$ cat config.mk
export PLATFORM = sky130hd
export DESIGN_NAME = spi_split_master
export DESIGN_NICKNAME = d
export VERILOG_FILES = /design/src/rtl/spi_split_pkg.sv /design/src/rtl/spi_split_dp.sv /design/src/rtl/spi_split_ctrl.sv /design/src/rtl/spi_split_master.sv
export SDC_FILE = /design/constraint.sdc
export NUM_CORES = 1
export LEC_CHECK = 0
export ABC_AREA = 0
export BUFFER_PORTS_ARGS = -buffer_cell sky130_fd_sc_hd__buf_4
export CAP_MARGIN = 15
export CORE_MARGIN = 3
export CORE_UTILIZATION = 50
export DETAILED_ROUTE_END_ITERATION = 7
export PLACE_DENSITY = 0.68
export SLEW_MARGIN = 5
export SYNTH_ARGS = -nofsm -noshare
export SYNTH_HDL_FRONTEND = slang
export SYNTH_SLANG_ARGS = --single-unit
$ cat constraint.sdc
create_clock -name clk -period 8.6 [get_ports clk]
set_input_delay 1.29 -clock clk [delete_from_list [all_inputs] [get_ports clk]]
set_output_delay 1.29 -clock clk [all_outputs]
set_load 0.005 [all_outputs]
$ cat src/rtl/spi_split_pkg.sv
`timescale 1ns/1ps
package spi_split_pkg;

  localparam int DATA_W = 32;

  localparam logic [1:0] ADDR_DATA = 2'd0;
  localparam logic [1:0] ADDR_XFER = 2'd1;
  localparam logic [1:0] ADDR_CFG  = 2'd2;

  localparam int F_OFFLINE = 0;
  localparam int F_ACTIVE  = 1;
  localparam int F_PENDING = 2;
  localparam int F_CPOL    = 3;
  localparam int F_CPHA    = 4;
  localparam int F_LSB     = 5;
  localparam int F_HALFDX  = 6;
  localparam int F_END     = 7;

  localparam int WDIV_LSB = 16;
  localparam int RDIV_LSB = 24;
  localparam int WLEN_LSB = 16;
  localparam int RLEN_LSB = 24;

  typedef enum logic [1:0] {
    ST_IDLE,
    ST_SETUP,
    ST_BITS,
    ST_HOLD
  } seqState_t;

  typedef struct packed {
    logic loadTx;
    logic loadNext;
    logic storeNext;
    logic shiftTx;
    logic sampleBit;
    logic clrRx;
    logic latchRx;
  } dpCmd_t;

endpackage

$ cat src/rtl/spi_split_dp.sv
`timescale 1ns/1ps
module spi_split_dp
  import spi_split_pkg::*;
#(
  parameter int DW = DATA_W
) (
  input  logic          clk,
  input  logic          rstN,
  input  dpCmd_t        cmd,
  input  logic [DW-1:0] wrData,
  input  logic          lsbFirst,
  input  logic          rxBit,
  output logic          txBit,
  output logic [DW-1:0] rxWord
);

  logic [DW-1:0] txShift;
  logic [DW-1:0] txNext;
  logic [DW-1:0] rxShift;

  always_ff @(posedge clk) begin
    if (!rstN) begin
      txShift <= '0;
      txNext  <= '0;
      rxShift <= '0;
      rxWord  <= '0;
    end else begin
      if (cmd.loadTx)        txShift <= wrData;
      else if (cmd.loadNext) txShift <= txNext;
      else if (cmd.shiftTx)  txShift <= lsbFirst ? (txShift >> 1) : (txShift << 1);

      if (cmd.storeNext) txNext <= wrData;

      if (cmd.clrRx)          rxShift <= '0;
      else if (cmd.sampleBit) rxShift <= {rxShift[DW-2:0], rxBit};

      if (cmd.latchRx) rxWord <= rxShift;
    end
  end

  assign txBit = lsbFirst ? txShift[0] : txShift[DW-1];

  // a cleared receive word starts empty on the next cycle
  assert_rx_clear_R3: assert property (@(posedge clk) disable iff (!rstN)
    cmd.clrRx |=> (rxShift == '0));

  // the transmit word is loaded or shifted by at most one source per cycle
  assert_tx_single_src_R2: assert property (@(posedge clk) disable iff (!rstN)
    $onehot0({cmd.loadTx, cmd.loadNext, cmd.shiftTx}));

endmodule

$ cat src/rtl/spi_split_ctrl.sv
`timescale 1ns/1ps
module spi_split_ctrl
  import spi_split_pkg::*;
#(
  parameter int NCS   = 16,
  parameter int LEN_W = 8,
  parameter int DIV_W = 8,
  parameter int DW    = DATA_W
) (
  input  logic           clk,
  input  logic           rstN,
  input  logic [1:0]     regAddr,
  input  logic           regWr,
  input  logic           regRd,
  input  logic [DW-1:0]  regWdata,
  output logic [DW-1:0]  regRdata,
  output logic           regReady,
  input  logic [DW-1:0]  rxWord,
  input  logic           txBit,
  input  logic           miso,
  input  logic           mosiIn,
  output dpCmd_t         cmd,
  output logic           lsbFirst,
  output logic           rxBit,
  output logic           sck,
  output logic           mosi,
  output logic           mosiOe,
  output logic           outEn,
  output logic [NCS-1:0] csN
);

  localparam int CNT_W = DIV_W + 1;
  localparam int IDX_W = LEN_W + 1;

  logic [15:0]      cfgLow;
  logic [DIV_W-1:0] wDivM2, rDivM2;
  logic [15:0]      csMask;
  logic [LEN_W-1:0] wLen, rLen;

  logic wrGap, wrOk, dataWr;

  seqState_t        st;
  logic [CNT_W-1:0] cnt;
  logic [IDX_W-1:0] bitIdx;
  logic             secondHalf, csActive, pending;

  logic [CNT_W-1:0] wDiv, rDiv, halfW, firstDiv, curDiv, nextDiv;
  logic [IDX_W-1:0] total, nextIdx;
  logic             curIsWrite, nextIsWrite, lastBit;
  logic             bitMid, bitEnd, chainNow;
  logic             cpol, cpha, halfDx, endFlag, offline;

  assign offline  = cfgLow[F_OFFLINE];
  assign cpol     = cfgLow[F_CPOL];
  assign cpha     = cfgLow[F_CPHA];
  assign lsbFirst = cfgLow[F_LSB];
  assign halfDx   = cfgLow[F_HALFDX];
  assign endFlag  = cfgLow[F_END];

  assign wrOk     = regWr && !wrGap;
  assign regReady = !wrGap;
  assign dataWr   = wrOk && (regAddr == ADDR_DATA);

  assign wDiv  = {1'b0, wDivM2} + CNT_W'(2);
  assign rDiv  = {1'b0, rDivM2} + CNT_W'(2);
  assign halfW = wDiv >> 1;

  assign total       = {1'b0, wLen} + {1'b0, rLen};
  assign nextIdx     = bitIdx + IDX_W'(1);
  assign curIsWrite  = bitIdx  < {1'b0, wLen};
  assign nextIsWrite = nextIdx < {1'b0, wLen};
  assign lastBit     = (nextIdx == total);
  assign firstDiv    = (wLen != '0) ? wDiv : rDiv;
  assign curDiv      = curIsWrite  ? wDiv : rDiv;
  assign nextDiv     = nextIsWrite ? wDiv : rDiv;

  assign bitMid   = (st == ST_BITS) && (cnt == '0) && !secondHalf;
  assign bitEnd   = (st == ST_BITS) && (cnt == '0) &&  secondHalf;
  assign chainNow = bitEnd && lastBit && pending && (total != '0);

  // Register file and write-port spacing
  always_ff @(posedge clk) begin
    if (!rstN) begin
      cfgLow <= '0;
      wDivM2 <= '0;
      rDivM2 <= '0;
      csMask <= '0;
      wLen   <= '0;
      rLen   <= '0;
      wrGap  <= 1'b0;
    end else begin
      wrGap <= wrOk;
      if (wrOk) begin
        case (regAddr)
          ADDR_XFER: begin
            csMask <= regWdata[15:0];
            wLen   <= regWdata[WLEN_LSB +: LEN_W];
            rLen   <= regWdata[RLEN_LSB +: LEN_W];
          end
          ADDR_CFG: begin
            cfgLow <= regWdata[15:0] & ~16'h0006;
            wDivM2 <= regWdata[WDIV_LSB +: DIV_W];
            rDivM2 <= regWdata[RDIV_LSB +: DIV_W];
          end
          default: ;
        endcase
      end
    end
  end

  // Registered read-back
  always_ff @(posedge clk) begin
    if (!rstN) begin
      regRdata <= '0;
    end else if (regRd) begin
      case (regAddr)
        ADDR_DATA: regRdata <= rxWord;
        ADDR_XFER: regRdata <= {rLen, wLen, csMask};
        ADDR_CFG:  regRdata <= {rDivM2, wDivM2, cfgLow[15:3], pending,
                                (st != ST_IDLE), cfgLow[F_OFFLINE]};
        default:   regRdata <= '0;
      endcase
    end
  end

  // Transfer sequencer
  always_ff @(posedge clk) begin
    if (!rstN) begin
      st         <= ST_IDLE;
      cnt        <= '0;
      bitIdx     <= '0;
      secondHalf <= 1'b0;
      csActive   <= 1'b0;
      pending    <= 1'b0;
    end else begin
      case (st)
        ST_IDLE: begin
          if (pending || dataWr) begin
            st         <= ST_SETUP;
            cnt        <= halfW - CNT_W'(1);
            csActive   <= 1'b1;
            bitIdx     <= '0;
            secondHalf <= 1'b0;
            pending    <= 1'b0;
          end
        end
        ST_SETUP: begin
          if (cnt != '0) begin
            cnt <= cnt - CNT_W'(1);
          end else if (total == '0) begin
            st  <= ST_HOLD;
            cnt <= halfW - CNT_W'(1);
          end else begin
            st         <= ST_BITS;
            cnt        <= (firstDiv >> 1) - CNT_W'(1);
            secondHalf <= 1'b0;
          end
        end
        ST_BITS: begin
          if (cnt != '0) begin
            cnt <= cnt - CNT_W'(1);
          end else if (!secondHalf) begin
            secondHalf <= 1'b1;
            cnt        <= curDiv - (curDiv >> 1) - CNT_W'(1);
          end else if (!lastBit) begin
            bitIdx     <= nextIdx;
            secondHalf <= 1'b0;
            cnt        <= (nextDiv >> 1) - CNT_W'(1);
          end else if (chainNow) begin
            bitIdx     <= '0;
            secondHalf <= 1'b0;
            cnt        <= (firstDiv >> 1) - CNT_W'(1);
            pending    <= 1'b0;
          end else begin
            st  <= ST_HOLD;
            cnt <= halfW - CNT_W'(1);
          end
        end
        ST_HOLD: begin
          if (cnt != '0) begin
            cnt <= cnt - CNT_W'(1);
          end else begin
            st <= ST_IDLE;
            if (endFlag) csActive <= 1'b0;
          end
        end
        default: st <= ST_IDLE;
      endcase

      if (dataWr && (st != ST_IDLE) && !pending) pending <= 1'b1;
    end
  end

  // Strobes to the datapath
  always_comb begin
    cmd           = '0;
    cmd.loadTx    = (st == ST_IDLE) && !pending && dataWr;
    cmd.loadNext  = ((st == ST_IDLE) && pending) || chainNow;
    cmd.storeNext = dataWr && (st != ST_IDLE) && !pending;
    cmd.shiftTx   = bitEnd && !lastBit && curIsWrite;
    cmd.sampleBit = bitMid && !curIsWrite;
    cmd.clrRx     = cmd.loadTx || cmd.loadNext;
    cmd.latchRx   = (bitEnd && lastBit) ||
                    ((st == ST_SETUP) && (cnt == '0) && (total == '0));
  end

  assign rxBit  = halfDx ? mosiIn : miso;
  assign sck    = cpol ^ ((st == ST_BITS) && (cpha ? !secondHalf : secondHalf));
  assign mosi   = ((st == ST_SETUP) || (st == ST_BITS)) && curIsWrite && txBit;
  assign outEn  = !offline;
  assign mosiOe = !offline && !(halfDx && (st == ST_BITS) && !curIsWrite);
  assign csN    = csActive ? ~csMask[NCS-1:0] : '1;

  // a half-bit does not flip before its count runs out
  assert_half_stable_R4: assert property (@(posedge clk) disable iff (!rstN)
    ((st == ST_BITS) && (cnt != '0)) |=> $stable(secondHalf));

  // bits are never shifted with chip select released
  assert_cs_during_bits_R5: assert property (@(posedge clk) disable iff (!rstN)
    (st == ST_BITS) |-> csActive);

  // a word only becomes pending behind a running transfer
  assert_pending_source_R6: assert property (@(posedge clk) disable iff (!rstN)
    $rose(pending) |-> ($past(st) != ST_IDLE));

  // two writes are never accepted on adjacent cycles
  assert_write_gap_R8: assert property (@(posedge clk) disable iff (!rstN)
    wrOk |=> !wrOk);

endmodule

$ cat src/rtl/spi_split_master.sv
`timescale 1ns/1ps
module spi_split_master
  import spi_split_pkg::*;
#(
  parameter int NCS = 16
) (
  input  logic           clk,
  input  logic           rstN,
  input  logic [1:0]     regAddr,
  input  logic           regWr,
  input  logic           regRd,
  input  logic [31:0]    regWdata,
  output logic [31:0]    regRdata,
  output logic           regReady,
  output logic           sck,
  output logic           mosi,
  output logic           mosiOe,
  input  logic           miso,
  input  logic           mosiIn,
  output logic [NCS-1:0] csN,
  output logic           outEn
);

  dpCmd_t            cmd;
  logic              lsbFirst, rxBit, txBit;
  logic [DATA_W-1:0] rxWord;

  spi_split_ctrl #(.NCS(NCS), .LEN_W(8), .DIV_W(8), .DW(DATA_W)) u_ctrl (
    .clk      (clk),
    .rstN     (rstN),
    .regAddr  (regAddr),
    .regWr    (regWr),
    .regRd    (regRd),
    .regWdata (regWdata),
    .regRdata (regRdata),
    .regReady (regReady),
    .rxWord   (rxWord),
    .txBit    (txBit),
    .miso     (miso),
    .mosiIn   (mosiIn),
    .cmd      (cmd),
    .lsbFirst (lsbFirst),
    .rxBit    (rxBit),
    .sck      (sck),
    .mosi     (mosi),
    .mosiOe   (mosiOe),
    .outEn    (outEn),
    .csN      (csN)
  );

  spi_split_dp #(.DW(DATA_W)) u_dp (
    .clk      (clk),
    .rstN     (rstN),
    .cmd      (cmd),
    .wrData   (regWdata),
    .lsbFirst (lsbFirst),
    .rxBit    (rxBit),
    .txBit    (txBit),
    .rxWord   (rxWord)
  );

endmodule

### After elaboration in Yosys (flattened, before gate mapping)

Cells that the tools add are included.
W data, S select, Z words.

| word-level totals | value |
|---|---|
| register bits | 246 |
| input bits | 40 |

| operators by class | value |
|---|---|
| mux-type cells | 54 |
| equality and inequality tests | 22 |
| reductions and logical operators | 58 |
| bitwise gates (word level) | 3 |
| $lt $le $gt $ge | 2 |
| add/subtract/negate cells | 10 |

Operator list:

| kind | count |
|---|---|
| $mux W9 | 16 |
| $mux W32 | 4 |
| $pmux W32 S3 | 1 |
| $pmux W9 S4 | 1 |
| $sub A8 B1 Y9 const B | 3 |
| $logic_and A1 B1 Y1 | 24 |
| $mux W1 | 19 |
| $add A8 B2 Y9 const B | 2 |
| $logic_not A9 Y1 | 2 |
| $lt A9 B8 Y1 | 2 |
| $pmux W9 S2 | 1 |
| $reduce_bool A9 Y1 | 2 |
| $sub A9 B1 Y9 const B | 2 |
| $mux W16 | 1 |
| $not A16 Y16 | 1 |
| $mux W2 | 7 |
| $ne A3 B2 Y1 const B | 4 |
| $ne A2 B1 Y1 const B | 5 |
| $ne A2 B2 Y1 const B | 5 |
| $reduce_and A5 Y1 | 2 |
| $add A8 B8 Y9 | 1 |
| $add A9 B1 Y9 const B | 1 |
| $eq A9 B9 Y1 | 1 |
| $reduce_bool A3 Y1 | 3 |
| other kinds (19) | 39 |

### Depth between registers and ports, before layout

| logic depth | value |
|---|---|
| depth after elaboration | 12 |
| gate-level depth with buffers | 21 |
| mapped depth without buffers | 20 |

### Modules after synthesis

From an unflattened synthesis, not the netlist that was laid out.

| unflattened totals | value |
|---|---|
| cells, all modules | 1707 |
| area total of the unflattened synthesis | 13979.7 sq um |

Modules (own cells, without submodules):

| module | area each (sq um) | sequential area each (sq um) | cells an instance | times used |
|---|---|---|---|---|
| spi_split_ctrl | 8404.3 | 2362.3 | 1143 | 1 |
| spi_split_dp | 5575.3 | 2562.5 | 564 | 1 |

### Least setup slack after synthesis

No wires, ideal clock.

| timing | value |
|---|---|
| kind | register to register |
| from | reg u_ctrl.wLen[6] |
| to | reg u_ctrl.cnt[8] |
| stages on the path, launching flop included | 19 |
| path buffers | 1 |
| clock period less this slack | 4.051 ns |
| data arrival time | 3.977 ns |
| setup slack | 4.549 ns |
| cells stage by stage | dfxtp_1 inv_1 ha_1 or4_1 o32ai_1 clkbuf_1 mux2i_1 inv_1 ha_1 fa_1 a21o_1 a21oi_1 o21ai_0 o21ai_0 nand2b_1 a21oi_1 xnor2_1 nand3_1 a31oi_1 |

| on the way | value |
|---|---|
| word-level cells in the longest chain between the ends | 10 |

RTL lines:

| item | RTL line | text |
|---|---|---|
| start, declared | spi_split_ctrl.sv:38 | `logic [LEN_W-1:0] wLen, rLen;` |
| start signal, assigned | spi_split_ctrl.sv:97 | `wLen <= regWdata[WLEN_LSB +: LEN_W];` |
| branches (longest 9 deep; another with $lt A9 B8 Y1) | -- |  |
| $pmux W9 S4 (*) | spi_split_ctrl.sv:136 | `case (st)` |
| end signal, assigned | spi_split_ctrl.sv:161 | `cnt <= cnt - CNT_W'(1);` |
| end signal, assigned | spi_split_ctrl.sv:164 | `cnt <= curDiv - (curDiv >> 1) - CNT_W'(1);` |
| end signal, assigned | spi_split_ctrl.sv:168 | `cnt <= (nextDiv >> 1) - CNT_W'(1);` |
| end, declared | spi_split_ctrl.sv:43 | `logic [CNT_W-1:0] cnt;` |

Every way passes the cells marked *.
A chain may end at the register's enable or synchronous reset.

### Worst setup path after layout

| timing | value |
|---|---|
| from | reg u_ctrl.wLen[0] |
| to | reg u_dp.rxShift[9] |

| on the way | value |
|---|---|
| word-level cells in the longest chain between the ends | 8 |

RTL lines:

| item | RTL line | text |
|---|---|---|
| $add A8 B8 Y9 | spi_split_ctrl.sv:68 | `assign total = {1'b0, wLen} + {1'b0, rLen};` |
| $eq A9 B9 Y1 | spi_split_ctrl.sv:72 | `assign lastBit = (nextIdx == total);` |
| $logic_and A1 B1 Y1 (3 in series) | spi_split_ctrl.sv:79 | `assign chainNow = bitEnd && lastBit && pending && (total != '0);` |
| $logic_or A1 B1 Y1 | spi_split_ctrl.sv:198 | `cmd.loadNext = ((st == ST_IDLE) && pending) \|\| chainNow;` |
| $logic_or A1 B1 Y1 | spi_split_ctrl.sv:202 | `cmd.clrRx = cmd.loadTx \|\| cmd.loadNext;` |
| $reduce_or A2 Y1 (no line) | -- |  |
| end signal, assigned | spi_split_dp.sv:35 | `else if (cmd.sampleBit) rxShift <= {rxShift[DW-2:0], rxBit};` |
| end, declared | spi_split_dp.sv:19 | `logic [DW-1:0] rxShift;` |

Several ways; a longest one is shown, not always the timed one.

==> flow_summary.ini <==
[run_status]
status = completed

[yosys]
synth_xor_area_share_pct = 3.98
syn_nets = 1781
syn_area_um2 = 13700
syn_area_per_cell_um2 = 8.04
yosysMostFrequentCell = nand2_1
synthFlopType = dfxtp_1
synth_mux_area_share_pct = 9.65
yosysSeqAreaShare_pct = 36.0
synth_fa_ha_area_share_pct = 3.96
synth_area_leader_cell = dfxtp_1
ys_types = 85
ys_async_sr_fraction_pct = 0
ys_ff_latch = 246
synth-edff-count = 0
syn_inst = 1699
synth_top_area_share_pct = 36.0
synth_compound_area_share_pct = 21.1
synth_top_family_by_area = compound AO/OA/AOI/OAI gates
synth_simple_gate_area_share_pct = 20.3
synthTopCellsByCount = nand2_1 (340), dfxtp_1 (246), a21oi_1 (196)
yosys_warnings = 0
synthTopCellsByArea = dfxtp_1 (36%), nand2_1 (9.3%), mux2i_1 (9.2%)

[finish]
antenna_cells = 0
layout-drive-gt1-share_pct = 12.6
design_area_um2 = 15300
fin_cells = 2067
area_delta_synth_final_pct = 12.0
fin_nets = 1796
layout.area.seq_um2 = 4930
multi_input_area_um2 = 8100
nFillCells = 2445
post-route-util_pct = 57.9

[clocking]
root_buffer = clkbuf_16
cts_tree = built
clk_pin_slew_ns = 0.06
htreeDepth = 1
clk_latency_ns = 0.56
cts_setup_buffers = 0
cts_buffers = 28
cts_resized = 0
cts_max_path_buffers = 3
clkSinkCount = 246
cts_hold_buf = 0

[detailed_routing]
first_pass_iters = 6
route.detailed.drc = 0
final_antenna_net_count = 0
via_per_inst = 6.05
vias = 12514
drt_iter0_drc = 1397
routed_wl_um = 41100
post_drt_wl_per_cell_um = 19.9

[pwr]
pwr-share-clk_pct = 33.5
p_per_area_nw_per_um2 = 219
sw_frac_of_total_pct = 35.2
power.internal_mw = 2.18
p_sw_mw = 1.18
leakage_nw = 5.80
fin_total_pwr_mw = 3.36
seqPwrFrac_pct = 38.2
pwr-share-comb_pct = 28.3
irDropWorstVdd_mv = 0.162

[run]
maxCapViolations = 0

[sta]
min_period_over_period_pct = 55.1
finClkSkew_ns = 0.0105
worst_pin_slew_ns = 1.27
setup_viol = 0
clock.fmax_mhz = 211
fin_tns_setup_ns = 0
finalCriticalPeriod_ns = 4.74
slew-limit-headroom_pct = 14.5
slew_viol_final = 0
grt_setup_unrepaired = no
hold_viol = 0

[floorplan]
pin_count = 93
die_h_um = 171
die_x_um = 171
core_area_um2 = 26400
fp-row-count = 59
dieArea_um2 = 29300
start_util_pct = 51.7

[worst_setup_path]
end_kind = flop
worstPathMaxFanout = 32
crit_required_ns = 9.06
crit_type = reg2reg
crit_arrival_ns = 5.20
startpoint_type = flop
rr_worst_depth = 12
worstReg2RegStart = u_ctrl.wLen[0]
r2r_end = u_dp.rxShift[9]
r2r_setup_slack_ns = 3.86

[place]
port_buffers = 92
post_dp_cell_area_um2 = 14400
placed_cells = 2017
place_hpwl_um = 28900
gp_congestion = 0.946

[grt]
globalRoute.totalOverflow = 0
track_usage_pct = 27.2
grt_max_degree = 98
antenna_found_initial = 0
grt_pass1_vias = 11311
grt_pass1_wl_um = 63800

[worst_hold_path]
hold-path-endpoint = u_ctrl.cfgLow[14]
hp-start = u_ctrl.cfgLow[14]
hold_class = reg2reg
holdPathStages = 2
[per-stage QoR]
stage,hold slack (ns),worst slack [ns]
2_1_floorplan,0.431,4.55
3_3_place_gp,0.442,4.13
3_5_place_dp,0.448,3.94
4_1_cts,0.456,3.91
5_1_grt,0.473,3.57
6_report,0.455,3.86
[critical path, stage by stage, from the launching register on]
cell      delay, ns
dfxtp_1        0.41
ha_1           0.23
inv_1          0.07
fa_1           0.44
nand2b_1       0.18
a21oi_1        0.16
xor2_1         0.12
nor4_1         0.63
a41oi_4        0.30
or4b_1         0.48
and2_4         0.58
nand3_2        0.67
a21oi_1        0.34
[worst max-delay path by stage]
stage / startpoint / to / slack, ns
finish: u_ctrl.wLen[0] / u_dp.rxShift[9] / 3.86
global route: u_ctrl.wLen[0] / u_dp.rxShift[16] / 3.57
CTS: u_ctrl.wLen[0] / u_dp.rxShift[9] / 3.91
detailed placement: u_ctrl.wLen[0] / u_dp.rxShift[9] / 3.94
global placement: u_ctrl.wLen[0] / u_dp.txShift[31] / 4.13
floorplan: u_ctrl.wLen[6] / u_ctrl.cnt[8] / 4.55
[cells in the final DEF (no fill, tap or decap), types with 15 or more instances in the layout]
cell type  Yosys  routed
a21oi_1      196     196
clkbuf_16      0      28
o21ai_0       27      27
ha_1          40      40
mux2i_1      125     125
o211ai_1      15      15
xor2_1        27      27
nor2_1       169     169
xnor2_1       28      28
dfxtp_1      246     245
buf_4          6     110
nor3_1        18      16
inv_1         29      29
o221ai_2      30      30
nand2_1      340     339
nand3_1       20      20
a211oi_1      72      72
[cell families after synthesis]
group	Yosys count
buf+inv	161
xor+xnor	58
fa+ha+maj	42
flops	246
mux	130
compound gates	422
simple gates	640
[power groups by stage]
stage	logic (mW)	clock network, mW	registers [mW]
3_5_place_dp	0.920	0	1.31
3_3_place_gp	0.914	0	1.30
2_1_floorplan	0.690	0	1.27
5_1_grt	1.03	1.19	1.29
4_1_cts	0.925	1.14	1.28
6_report	0.950	1.12	1.28
[registers in the layout (all words and copies together) (netlist names)]
name and count:
u_ctrl.wLen 8, u_ctrl.pending 1, u_dp.txNext 32, u_ctrl.rLen 8
u_ctrl.rDivM2 8, u_ctrl.secondHalf 1, u_ctrl.wrGap 1, u_ctrl.wDivM2 8
u_ctrl.st 2, u_ctrl.csActive 1, u_dp.rxWord 32, u_ctrl.csMask 16
u_dp.rxShift 32, u_ctrl.cnt 9, u_dp.txShift 32, u_ctrl.bitIdx 9
u_ctrl.regRdata 32, u_ctrl.cfgLow 14
[layer usage]
metal / GRT usage [%] / wire (um) / vias to the layer above / part of all wire (%)
met5: 0 / 0 / - / 0
met4: 5.74 / 826 / 0 / 2.0
met3: 5.29 / 3870 / 65 / 9.4
met2: 40.1 / 17200 / 537 / 42
met1: 41.2 / 19200 / 5885 / 47
li1: - / - / 6027 / -
[cell type report]
type / instances / area share [%]
multi-input cells: 1292 / 52.9
clock buffers: 38 / 5.15
repair buffers: 113 / 5.66
flip-flops and latches: 246 / 32.2
clock inverters: 10 / 0.507
inverters: 33 / 0.826
well taps: 335 / 2.74
(Power assumes the default switching activity.)
